<file path="config.mk">
export PLATFORM = sky130hd
export DESIGN_NAME = stc_ctrl
export DESIGN_NICKNAME = d
export VERILOG_FILES = /design/src/rtl/stc_pkg.sv /design/src/rtl/stc_phase_timer.sv /design/src/rtl/stc_pattern_tracker.sv /design/src/rtl/stc_enable_decode.sv /design/src/rtl/stc_ctrl.sv
export SDC_FILE = /design/constraint.sdc
export NUM_CORES = 1
export LEC_CHECK = 0
export ABC_AREA = 1
export BUFFER_PORTS_ARGS = -buffer_cell sky130_fd_sc_hd__clkbuf_2
export CAP_MARGIN = 20
export CORE_MARGIN = 3
export CORE_UTILIZATION = 45
export CTS_BUF_LIST = sky130_fd_sc_hd__clkbuf_8
export CTS_CLUSTER_SIZE = 25
export DETAILED_ROUTE_END_ITERATION = 7
export GPL_TIMING_DRIVEN = 0
export PLACE_DENSITY = 0.74
export SKIP_CTS_REPAIR_TIMING = 1
export SYNTH_ARGS = -nofsm -noshare
export SYNTH_HDL_FRONTEND = slang
export SYNTH_SLANG_ARGS = --single-unit
</file>
<file path="constraint.sdc">
create_clock -name clk -period 2.1 [get_ports clk]
set_clock_uncertainty 0.2 [all_clocks]
set_input_delay 0.105 -clock clk [delete_from_list [all_inputs] [get_ports clk]]
set_output_delay 0.105 -clock clk [all_outputs]
set_load 0.02 [all_outputs]
</file>
<file path="src/rtl/stc_pkg.sv">
package stc_pkg;

  typedef enum logic [2:0] {
    ST_IDLE     = 3'd0,
    ST_SHIFT    = 3'd1,
    ST_GAP_PRE  = 3'd2,
    ST_PULSE    = 3'd3,
    ST_GAP_MID  = 3'd4,
    ST_GAP_POST = 3'd5,
    ST_DONE     = 3'd6
  } stc_state_e;

  function automatic bit is_gap(stc_state_e s);
    return (s == ST_GAP_PRE) || (s == ST_GAP_MID) || (s == ST_GAP_POST);
  endfunction

endpackage

</file>
<file path="src/rtl/stc_phase_timer.sv">
module stc_phase_timer #(
  parameter int W = 12
) (
  input  logic         clk,
  input  logic         rst_n,
  input  logic         load,
  input  logic [W-1:0] load_val,
  output logic         expired
);

  logic [W-1:0] cnt_q;

  always_ff @(posedge clk or negedge rst_n) begin
    if (!rst_n) begin
      cnt_q <= '0;
    end else if (load) begin
      cnt_q <= load_val;
    end else if (cnt_q != '0) begin
      cnt_q <= cnt_q - 1'b1;
    end
  end

  assign expired = (cnt_q == '0);

endmodule

</file>
<file path="src/rtl/stc_pattern_tracker.sv">
module stc_pattern_tracker #(
  parameter int W = 16
) (
  input  logic         clk,
  input  logic         rst_n,
  input  logic         load,
  input  logic [W-1:0] load_val,
  input  logic         dec,
  output logic         none_left
);

  logic [W-1:0] left_q;

  always_ff @(posedge clk or negedge rst_n) begin
    if (!rst_n) begin
      left_q <= '0;
    end else if (load) begin
      left_q <= load_val;
    end else if (dec && (left_q != '0)) begin
      left_q <= left_q - 1'b1;
    end
  end

  assign none_left = (left_q == '0);

endmodule

</file>
<file path="src/rtl/stc_enable_decode.sv">
module stc_enable_decode
  import stc_pkg::*;
#(
  parameter int NUM_DOM = 2,
  parameter int DOM_W   = 1
) (
  input  stc_state_e         state,
  input  logic [DOM_W-1:0]   dom,
  output logic               scan_en,
  output logic [NUM_DOM-1:0] shift_clk_en,
  output logic [NUM_DOM-1:0] cap_clk_en,
  output logic               done
);

  logic in_shift;
  logic in_pulse;

  assign in_shift = (state == ST_SHIFT);
  assign in_pulse = (state == ST_PULSE);
  assign scan_en  = in_shift;
  assign done     = (state == ST_DONE);

  for (genvar d = 0; d < NUM_DOM; d++) begin : g_dom
    assign shift_clk_en[d] = in_shift;
    assign cap_clk_en[d]   = in_pulse && (dom == DOM_W'(d));
  end

endmodule

</file>
<file path="src/rtl/stc_ctrl.sv">
module stc_ctrl
  import stc_pkg::*;
#(
  parameter int NUM_DOM      = 2,
  parameter int SHIFT_W      = 16,
  parameter int PAT_W        = 16,
  parameter int GAP_W        = 8,
  parameter int RETIME_DEPTH = 2
) (
  input  logic               clk,
  input  logic               rst_n,
  input  logic               start,
  input  logic               dbl_mode,
  input  logic [SHIFT_W-1:0] shift_len,
  input  logic [PAT_W-1:0]   pattern_cnt,
  input  logic [GAP_W-1:0]   gap_len,
  output logic               scan_en,
  output logic [NUM_DOM-1:0] shift_clk_en,
  output logic [NUM_DOM-1:0] cap_clk_en,
  output logic               done
);

  localparam int DOM_W  = (NUM_DOM > 1) ? $clog2(NUM_DOM) : 1;
  localparam int BASE_W = (SHIFT_W > GAP_W) ? SHIFT_W : GAP_W;
  localparam int LEN_W  = BASE_W + $clog2(RETIME_DEPTH + 2) + 1;
  localparam logic [DOM_W-1:0] LAST_DOM = DOM_W'(NUM_DOM - 1);

  stc_state_e state_q, state_d;
  logic [DOM_W-1:0]   dom_q, dom_d;
  logic               dbl_q;
  logic [SHIFT_W-1:0] shift_q;
  logic [GAP_W-1:0]   gap_q;

  logic               accept;
  logic               timer_load;
  logic [LEN_W-1:0]   timer_val;
  logic               timer_done;
  logic               pat_dec;
  logic               pat_none;

  logic [LEN_W-1:0]   shift_m1_live, shift_m1_held;
  logic [LEN_W-1:0]   gap_m1_held;
  logic [LEN_W-1:0]   pulse_m1_held;

  // Window lengths minus one, as loaded into the phase timer.
  function automatic logic [LEN_W-1:0] shift_m1(logic [SHIFT_W-1:0] len);
    logic [LEN_W-1:0] full;
    full = LEN_W'(len) + LEN_W'(RETIME_DEPTH);
    return (full == '0) ? '0 : full - 1'b1;
  endfunction

  function automatic logic [LEN_W-1:0] gap_m1(logic [GAP_W-1:0] len);
    return (len == '0) ? '0 : LEN_W'(len) - 1'b1;
  endfunction

  assign shift_m1_live = shift_m1(shift_len);
  assign shift_m1_held = shift_m1(shift_q);
  assign gap_m1_held   = gap_m1(gap_q);
  assign pulse_m1_held = dbl_q ? LEN_W'(1) : '0;

  assign accept = start && ((state_q == ST_IDLE) || (state_q == ST_DONE));

  // Configuration is captured only when a run is accepted.
  always_ff @(posedge clk or negedge rst_n) begin
    if (!rst_n) begin
      dbl_q   <= 1'b0;
      shift_q <= '0;
      gap_q   <= '0;
    end else if (accept) begin
      dbl_q   <= dbl_mode;
      shift_q <= shift_len;
      gap_q   <= gap_len;
    end
  end

  always_ff @(posedge clk or negedge rst_n) begin
    if (!rst_n) begin
      state_q <= ST_IDLE;
      dom_q   <= '0;
    end else begin
      state_q <= state_d;
      dom_q   <= dom_d;
    end
  end

  always_comb begin
    state_d    = state_q;
    dom_d      = dom_q;
    timer_load = 1'b0;
    timer_val  = '0;
    pat_dec    = 1'b0;
    unique case (state_q)
      ST_IDLE, ST_DONE: begin
        if (accept) begin
          state_d    = ST_SHIFT;
          timer_load = 1'b1;
          timer_val  = shift_m1_live;
        end
      end
      ST_SHIFT: begin
        if (timer_done) begin
          if (pat_none) begin
            state_d = ST_DONE;
          end else begin
            state_d    = ST_GAP_PRE;
            timer_load = 1'b1;
            timer_val  = gap_m1_held;
          end
        end
      end
      ST_GAP_PRE: begin
        if (timer_done) begin
          state_d    = ST_PULSE;
          dom_d      = '0;
          timer_load = 1'b1;
          timer_val  = pulse_m1_held;
        end
      end
      ST_PULSE: begin
        if (timer_done) begin
          state_d    = (dom_q == LAST_DOM) ? ST_GAP_POST : ST_GAP_MID;
          timer_load = 1'b1;
          timer_val  = gap_m1_held;
        end
      end
      ST_GAP_MID: begin
        if (timer_done) begin
          state_d    = ST_PULSE;
          dom_d      = dom_q + 1'b1;
          timer_load = 1'b1;
          timer_val  = pulse_m1_held;
        end
      end
      ST_GAP_POST: begin
        if (timer_done) begin
          state_d    = ST_SHIFT;
          pat_dec    = 1'b1;
          timer_load = 1'b1;
          timer_val  = shift_m1_held;
        end
      end
      default: state_d = ST_IDLE;
    endcase
  end

  stc_phase_timer #(.W(LEN_W)) u_timer (
    .clk      (clk),
    .rst_n    (rst_n),
    .load     (timer_load),
    .load_val (timer_val),
    .expired  (timer_done)
  );

  stc_pattern_tracker #(.W(PAT_W)) u_patterns (
    .clk       (clk),
    .rst_n     (rst_n),
    .load      (accept),
    .load_val  (pattern_cnt),
    .dec       (pat_dec),
    .none_left (pat_none)
  );

  stc_enable_decode #(.NUM_DOM(NUM_DOM), .DOM_W(DOM_W)) u_decode (
    .state        (state_q),
    .dom          (dom_q),
    .scan_en      (scan_en),
    .shift_clk_en (shift_clk_en),
    .cap_clk_en   (cap_clk_en),
    .done         (done)
  );

endmodule

</file>
==> results of run 1 <==
==> tightest hold or removal path, cell delays in order <==
cell and delay [ps]:
dlygate4sd3_1 520, clkbuf_4 160, buf_16 240
==> cell type report <==
class                      instances  area, sq um
timing repair buffer             134         1070
inverter                         124          480
tap                              168          210
sequential                        64         1610
multi-input combinational        707         4130
buffer                            20          173
clock buffer                      12          165
clock inverter                     4         18.8
fill                            1045         4400
==> logic make-up after synthesis <==
kind of cell    after synthesis  share of synthesized area, %
simple gates                555                          43.6
xor+xnor                     42                          6.53
buf+inv                     144                          10.0
fa+ha+maj                    11                          2.39
compound gates               99                          9.58
flops                        64                          27.9
==> power by group <==
group	total (mW)	switching [mW]	internal, mW	leakage (nW)
registers	2.47	0.663	1.81	0.774
clock network	1.01	0.500	0.514	0.103
logic	5.20	3.09	2.12	2.90
==> registers in the layout, summed over array words and instances, names as in the netlist <==
signal	cells
u_timer.cnt_q	19
shift_q	16
u_patterns.left_q	16
gap_q	8
state_q	3
dbl_q	1
dom_q	1
==> layout by cell type (no fill, tap or decap), types with 3 or more instances in the layout <==
cell type and count:
dfrtp_2 7, nor2_2 35, ha_4 3, dlygate4sd3_1 44, nand2_1 226, o21ai_0 41, nor2_1 84, nand4_1 21
or2_2 3, o21ai_2 11, nand3_1 70, nand3_2 18, inv_2 16, nor3_1 8, o211ai_1 7, a21oi_1 11
clkbuf_2 52, o21ai_1 9, dfrtp_1 57, clkinv_2 3, buf_6 11, nand2_4 11, buf_4 40, xor2_1 28
nand3_4 5, xnor2_1 13, nand3b_1 7, inv_1 105, clkbuf_8 12, a31oi_1 7, ha_1 8, nand2_2 34
nor2_4 25
==> Yosys cell counts, types with 4 or more instances <==
library cell  number  share of area (%)
a21oi_1           13                1.1
a31oi_1            8               0.87
buf_2              5               0.44
buf_4              7               0.91
clkbuf_1           6               0.39
dfrtp_1           64                 28
ha_1              11                2.4
inv_1            117                7.6
inv_2              6               0.39
nand2_1          260                 17
nand2_2           10                1.1
nand3_1           88                7.7
nand3_2            4               0.70
nand3b_1           7               0.91
nand4_1           21                2.3
nor2_1           116                7.6
nor2_2            19                2.1
nor2_4             9                1.8
nor3_1             9               0.78
o211ai_1           7               0.91
o21ai_0           53                4.6
o21ai_1            8               0.70
xnor2_1           13                2.0
xor2_1            28                4.3
==> path summary, 6_finish.rpt <==
kind / slack, ps / startpoint / endpoint
max: -300 / shift_q[1] / u_timer.cnt_q[6]
min in group clk: 100 / shift_len[0] / u_timer.cnt_q[0]
min: 80 / rst_n / u_timer.cnt_q[11]
max in group asynchronous: 540 / rst_n / shift_q[6]
min reg2reg: 300 / dbl_q / dbl_q
max reg2reg: -300 / shift_q[1] / u_timer.cnt_q[6]
==> per-stage QoR <==
step | setup slack [ps] | area [sq um] | util, %
3_5_place_dp | -358 | 6250 | 51.0
4_1_cts | -376 | 6430 | 52.5
2_1_floorplan | 0.479 | 5770 | -
3_3_place_gp | -366 | 6220 | 50.7
5_1_grt | -423 | 7860 | 64.1
6_report | -304 | 7860 | 64.1
==> routing by layer <==
layer  track usage, %  wire length (um)  vias up
li1                 -                 -     3219
met1             28.5              7370     3075
met2             36.2              8830      230
met3             4.13              1050       35
met4             8.47               446        0
met5                0                 0        -
==> metrics.md, run 1 <==
| Metric | Value |
|---|---|
| CP peak stage delay | `480 ps` |
| Crit path buf inv count | `1` |
| Pwr Density | `between 1000 and 1500 nW/um^2` |
| DP HPWL | `~12 mm` |
| Starting DRT DRC Count | `532` |
| Post-Synthesis Cells | `915` |
| Critical Path AT | `2470 ps` |
| Post-synth EDFFs | `0` |
| Global-route usage over all layers | `21.9%` |
| Setup TNS | `-4990 ps` |
| Die area | `14200 sq um` |
| Clock transition at path regs | `70 ps` |
| Largest net degree at the start of global routing | `51` |
| Final setup margin | `-304 ps` |
| Number of synthesized register bits | `64` |
| Maxcap violations | `0` |
| Routed WL per cell | `14.4 um` |
| Fin crit period | `2400 ps` |
| Area added between synthesis and finish | `36.7%` |
| Via-per-instance ratio | `5.32` |
| FFs w/ async S/R, synth | `100%` |
| Setup violations, final | `32` |
| CP top delay family | `simple AND/OR/NAND/NOR gates` |
| Sequential area share after synthesis | `between 20% and 30%` |
| Min-delay worst type | `in -> async` |
| Gr ovfl total | `0` |
| Cell Chain, Critical Path | `ha_4 > inv_4 > nor2_4 > nand2_2 > nand2_4 > nand2_4 > nor2_4 > nand2_1 > nor2_2 > nand3_4 > nand2_4 > o21ai_2 > nor2_2 > nor2_1` |
| Leakage power total | `3.78 nW` |
| Number of library cell types mapped by synthesis | `41` |
| Fmax | `roughly 420 MHz` |
| Hold slack | `80.9 ps` |
| Die Wd | `119 um` |
| Critical Path Source Type | `flop` |
| Cell Area, Synth | `5750 sq um` |
| Core Region | `12300 sq um` |
| RSZ-0062 raised after global routing | `true` |
| Final WL | `17.7 mm` |
| Die H | `119 um` |
| Syn avg cell area | `6.28 sq um` |
| Maximum vdd drop | `0.659 mV` |
| First drt pass iteration count | `5` |
| Total power | `8.69 mW` |
| Status | `finished with violations` |
| WP data required | `2170 ps` |
| Crit. End Element | `flop` |
| Cell count after placement | `roughly 1100` |
| # rows | `40` |
| Initial core utilization | `between 40 and 50%` |
| Worst-Skew Late Latency | `370 ps` |
| Period utilization | `114%` |
| Fin cells | `~1200` |
| Via Count | `6559` |
| Max Slew Vio Count | `0` |
| Root Driver | `clkbuf_8` |
| CTS max path bufs | `2` |
| Failing checks | `negative setup slack` |
| Share of cells above drive strength 1 | `28.9%` |
| IO Count | `50` |
| Fin. Hold Viols | `0` |
| CTS tree | `built` |
| Cells on worst reg2reg path | `14` |
| Inserted Diodes | `0` |
| Worst Path Max Fanout | `8` |
| First-pass GRT wire length | `between 20 and 30 mm` |
| Initial antenna violation count | `0` |
| Post-route DRC | `0` |
| Critical path's most frequent cell | `nand2_4` |
| Synth warnings | `0` |
| Synth Net Count | `970` |
| Number of H-tree levels | `3` |
| Setup CP Type | `reg -> reg` |
| Port bufs | `48` |
| Slowest cell on crit path | `dfrtp_2` |
| Slew headroom | `a little under three fifths` |
| CTS buffer count | `9` |
| Clock Sinks | `64` |
| Nets@finish | `1115` |
| Ys flop type | `dfrtp_1` |
| Global placement routability congestion | `0.964` |
| Critical path depth in cells | `14` |
| Worst slew pin tran | `about 640 ps` |
| Vias in the first global route | `5390` |
| DRT antenna net count | `0` |
(Power assumes the default switching activity.)
==> inputs of run 2 (changes only) <==
--- a/config.mk
+++ b/config.mk
@@ -7,14 +7,15 @@
 export LEC_CHECK = 0
 export ABC_AREA = 1
 export BUFFER_PORTS_ARGS = -buffer_cell sky130_fd_sc_hd__clkbuf_2
-export CAP_MARGIN = 20
+export CELL_PAD_IN_SITES_DETAIL_PLACEMENT = 0
+export CELL_PAD_IN_SITES_GLOBAL_PLACEMENT = 1
 export CORE_MARGIN = 3
-export CORE_UTILIZATION = 45
+export CORE_UTILIZATION = 40
 export CTS_BUF_LIST = sky130_fd_sc_hd__clkbuf_8
 export CTS_CLUSTER_SIZE = 25
 export DETAILED_ROUTE_END_ITERATION = 7
 export GPL_TIMING_DRIVEN = 0
-export PLACE_DENSITY = 0.74
+export PLACE_DENSITY = 0.89
 export SKIP_CTS_REPAIR_TIMING = 1
 export SYNTH_ARGS = -nofsm -noshare
 export SYNTH_HDL_FRONTEND = slang
==> run 2 against run 1 <==
- the flow still finishes with violations (negative setup slack)
- worst hold slack worse by 45 ps
- non-clock buffer count down 15
- sequential power about the same
- die area rose by 12%
- clock power is 9.9% higher
- final cell count fell by 0.24%
- setup slack better by 97 ps
- critical path type unchanged
- flip-flop and latch count unchanged
- design area fell by 2.9%
- power fell by 4.4%
- combinational power down 9.0%
==> metrics.md, run 2 (synthesis gave the netlist of run 1 again) <==
| Metric | Value |
|---|---|
| Status | `finished with violations` |
| Failing checks | `negative setup slack` |
| Largest register by flop count | `u_timer.cnt_q` |
| Die Wd | `126 um (+5.8%)` |
| Maxcap violations | `0 (unchanged)` |
| Vias in the first global route | `5532 (+2.6%)` |
| Via Count | `6265 (-4.5%)` |
| Routed WL per cell | `13.9 um (-3.3%)` |
| DRT antenna net count | `0 (unchanged)` |
| Nets@finish | `1100 (-1.3%)` |
| Critical Path Source Type | `flop` |
| DP HPWL | `12.6 mm (+6.1%)` |
| Die area | `15800 sq um (+12%)` |
| Number of H-tree levels | `3 (unchanged)` |
| Crit path buf inv count | `2 (+1)` |
| Slowest cell on crit path | `dfrtp_1` |
| Root Driver | `clkbuf_8` |
| Global-route usage over all layers | `20.3% (-1.6 points)` |
| Initial antenna violation count | `0 (unchanged)` |
| Share of cells above drive strength 1 | `25.0% (-3.9 points)` |
| Max Slew Vio Count | `0 (unchanged)` |
| CP top delay family | `simple AND/OR/NAND/NOR gates` |
| Starting DRT DRC Count | `377 (-29%)` |
| Cell count after placement | `1144 (+1.1%)` |
| Critical Path AT | `2360 ps (-110 ps)` |
| Hold slack | `35.5 ps (-45.5 ps)` |
| Inserted Diodes | `0 (unchanged)` |
| Multi-input gate area | `4030 sq um (-2.4%)` |
| Worst slew pin tran | `434 ps (-204 ps)` |
| Min-delay worst type | `in -> async` |
| Worst Path Max Fanout | `10 (+2)` |
| IO Count | `50 (unchanged)` |
| RSZ-0062 raised after global routing | `true` |
| Setup violations, final | `30 (-6.3%)` |
| Clock Sinks | `64 (unchanged)` |
| Fin cells | `1230 (-0.24%)` |
| Die H | `126 um (+5.8%)` |
| RR Endpoint | `u_timer.cnt_q[14]` |
| Final setup margin | `-207 ps (+96.8 ps)` |
| CTS buffer count | `9 (unchanged)` |
| Switching pwr | `4.02 mW (-5.4%)` |
| Crit. End Element | `flop` |
| Reg area | `1610 sq um (-0.16%)` |
| Final WL | `17.1 mm (-3.6%)` |
| Setup TNS | `-4050 ps (+945 ps)` |
| Commonest non-fill, non-tap cell in the layout | `nand2_1` |
| Placement Setup Slack | `-395 ps (-37.4 ps)` |
| Fmax | `433 MHz (+4.2%)` |
| # rows | `43 (+7.5%)` |
| Filler cells | `1411 (+35%)` |
| Internal power | `4.28 mW (-3.5%)` |
| Placed inst area | `6260 sq um (+0.12%)` |
| Gr ovfl total | `0 (unchanged)` |
| Fin crit period | `2310 ps (-96.8 ps)` |
| Clock transition at path regs | `70 ps (about the same)` |
| Top Registers | `u_timer.cnt_q: 19 flops, shift_q: 16 flops, u_patterns.left_q: 16 flops` |
| Critical path's most frequent cell | `nor2_1` |
| Area added between synthesis and finish | `32.7%` |
| Cell Chain, Critical Path | `inv_2 > ha_4 > nand2_4 > nor2_4 > nand2_2 > nor3_4 > nand3_2 > nand3_4 > buf_4 > nand2_1 > nor2_1 > nor2_1` |
| Cell area after layout | `7630 sq um (-2.9%)` |
| Fin. Hold Viols | `0 (unchanged)` |
| Global placement routability congestion | `0.881 (-8.6%)` |
| Pwr Density | `1090 nW/um^2 (-1.6%)` |
| Reg-to-reg setup timing slack | `-210 ps (+100 ps)` |
| Reg2reg start | `u_timer.cnt_q[0]` |
| Core Region | `14000 sq um (+14%)` |
| Initial core utilization | `41.1% (-5.8 points)` |
| Via-per-instance ratio | `5.09 (-4.2%)` |
| Largest net degree at the start of global routing | `40 (-22%)` |
| Cells on worst reg2reg path | `12 (-2)` |
| WP data required | `2160 ps (about the same)` |
| Post-layout util | `54.5% (-9.5 points)` |
| Leakage power total | `3.68 nW (-2.7%)` |
| Switching Fraction | `48.4% (-0.48 points)` |
| Flop pwr share | `29.6% (+1.2 points)` |
| Slew headroom | `71.1% (+14 points)` |
| Worst-Skew Late Latency | `370 ps (about the same)` |
| Maximum vdd drop | `0.647 mV (-1.9%)` |
| Gate power share | `57.0% (-2.9 points)` |
| First drt pass iteration count | `5 (unchanged)` |
| First-pass GRT wire length | `26.3 mm (+4.2%)` |
| Port bufs | `48 (unchanged)` |
| Most frequent cells in the layout | `nand2_1, inv_1, nor2_1, nand3_1, dfrtp_1` |
| CP peak stage delay | `400 ps (-80 ps)` |
| Setup CP Type | `reg -> reg` |
| Largest register FFs | `19 (unchanged)` |
| Total power | `8.30 mW (-4.4%)` |
| CTS tree | `built` |
| Period utilization | `110% (-4.6 points)` |
| Post-route DRC | `0 (unchanged)` |
| CTS max path bufs | `2 (unchanged)` |
| Clock group share of total power | `13.4% (+1.7 points)` |
[run 2: worst register-to-register path, delay by kind of cell (launching register included)]
kind / cells / cell delay (ps)
simple gates: 9 / 1110
buf+inv: 2 / 290
fa+ha+maj: 1 / 180
flops: 1 / 400
[run 2: power by group through the flow]
| stage | logic [mW] | clock network [mW] | registers, mW |
|---|---|---|---|
| after global placement | 3.71 | 0 | 2.38 |
| after CTS | 3.78 | 1.13 | 2.37 |
| after floorplan | 2.97 | 0 | 2.21 |
| after detailed placement | 3.76 | 0 | 2.39 |
| final | 4.73 | 1.11 | 2.46 |
| after global routing | 5.29 | 1.18 | 2.53 |
[run 2: worst max-delay path by stage]
stage | start | cells after the start | end | slack, ps
2_1_floorplan | u_timer.cnt_q[0] | 13 | u_timer.cnt_q[0] | 0.5
3_3_place_gp | u_patterns.left_q[0] | 14 | u_timer.cnt_q[0] | -380
3_5_place_dp | u_patterns.left_q[0] | 14 | u_timer.cnt_q[1] | -400
4_1_cts | u_patterns.left_q[0] | 14 | u_timer.cnt_q[1] | -420
5_1_grt | shift_q[1] | 14 | u_timer.cnt_q[7] | -330
6_report | u_timer.cnt_q[0] | 12 | u_timer.cnt_q[14] | -210
[run 2: final cells by class]
cell class | instances | share of cell area (%)
plain buffers | 20 | 2.10
clock buffers | 11 | 1.98
clock inverters | 5 | 0.623
inverters | 124 | 6.23
multi-input cells | 707 | 52.8
flip-flops and latches | 64 | 21.1
well taps | 180 | 2.95
repair buffers | 119 | 12.2
[run 2: metal layers]
metal / up-vias / share of wire (%) / track usage [%]
met5: - / 0 / 0
met4: 0 / 2.2 / 8.26
met3: 29 / 4.8 / 3.01
met2: 160 / 49 / 33.8
met1: 2876 / 44 / 26.6
li1: 3200 / - / -
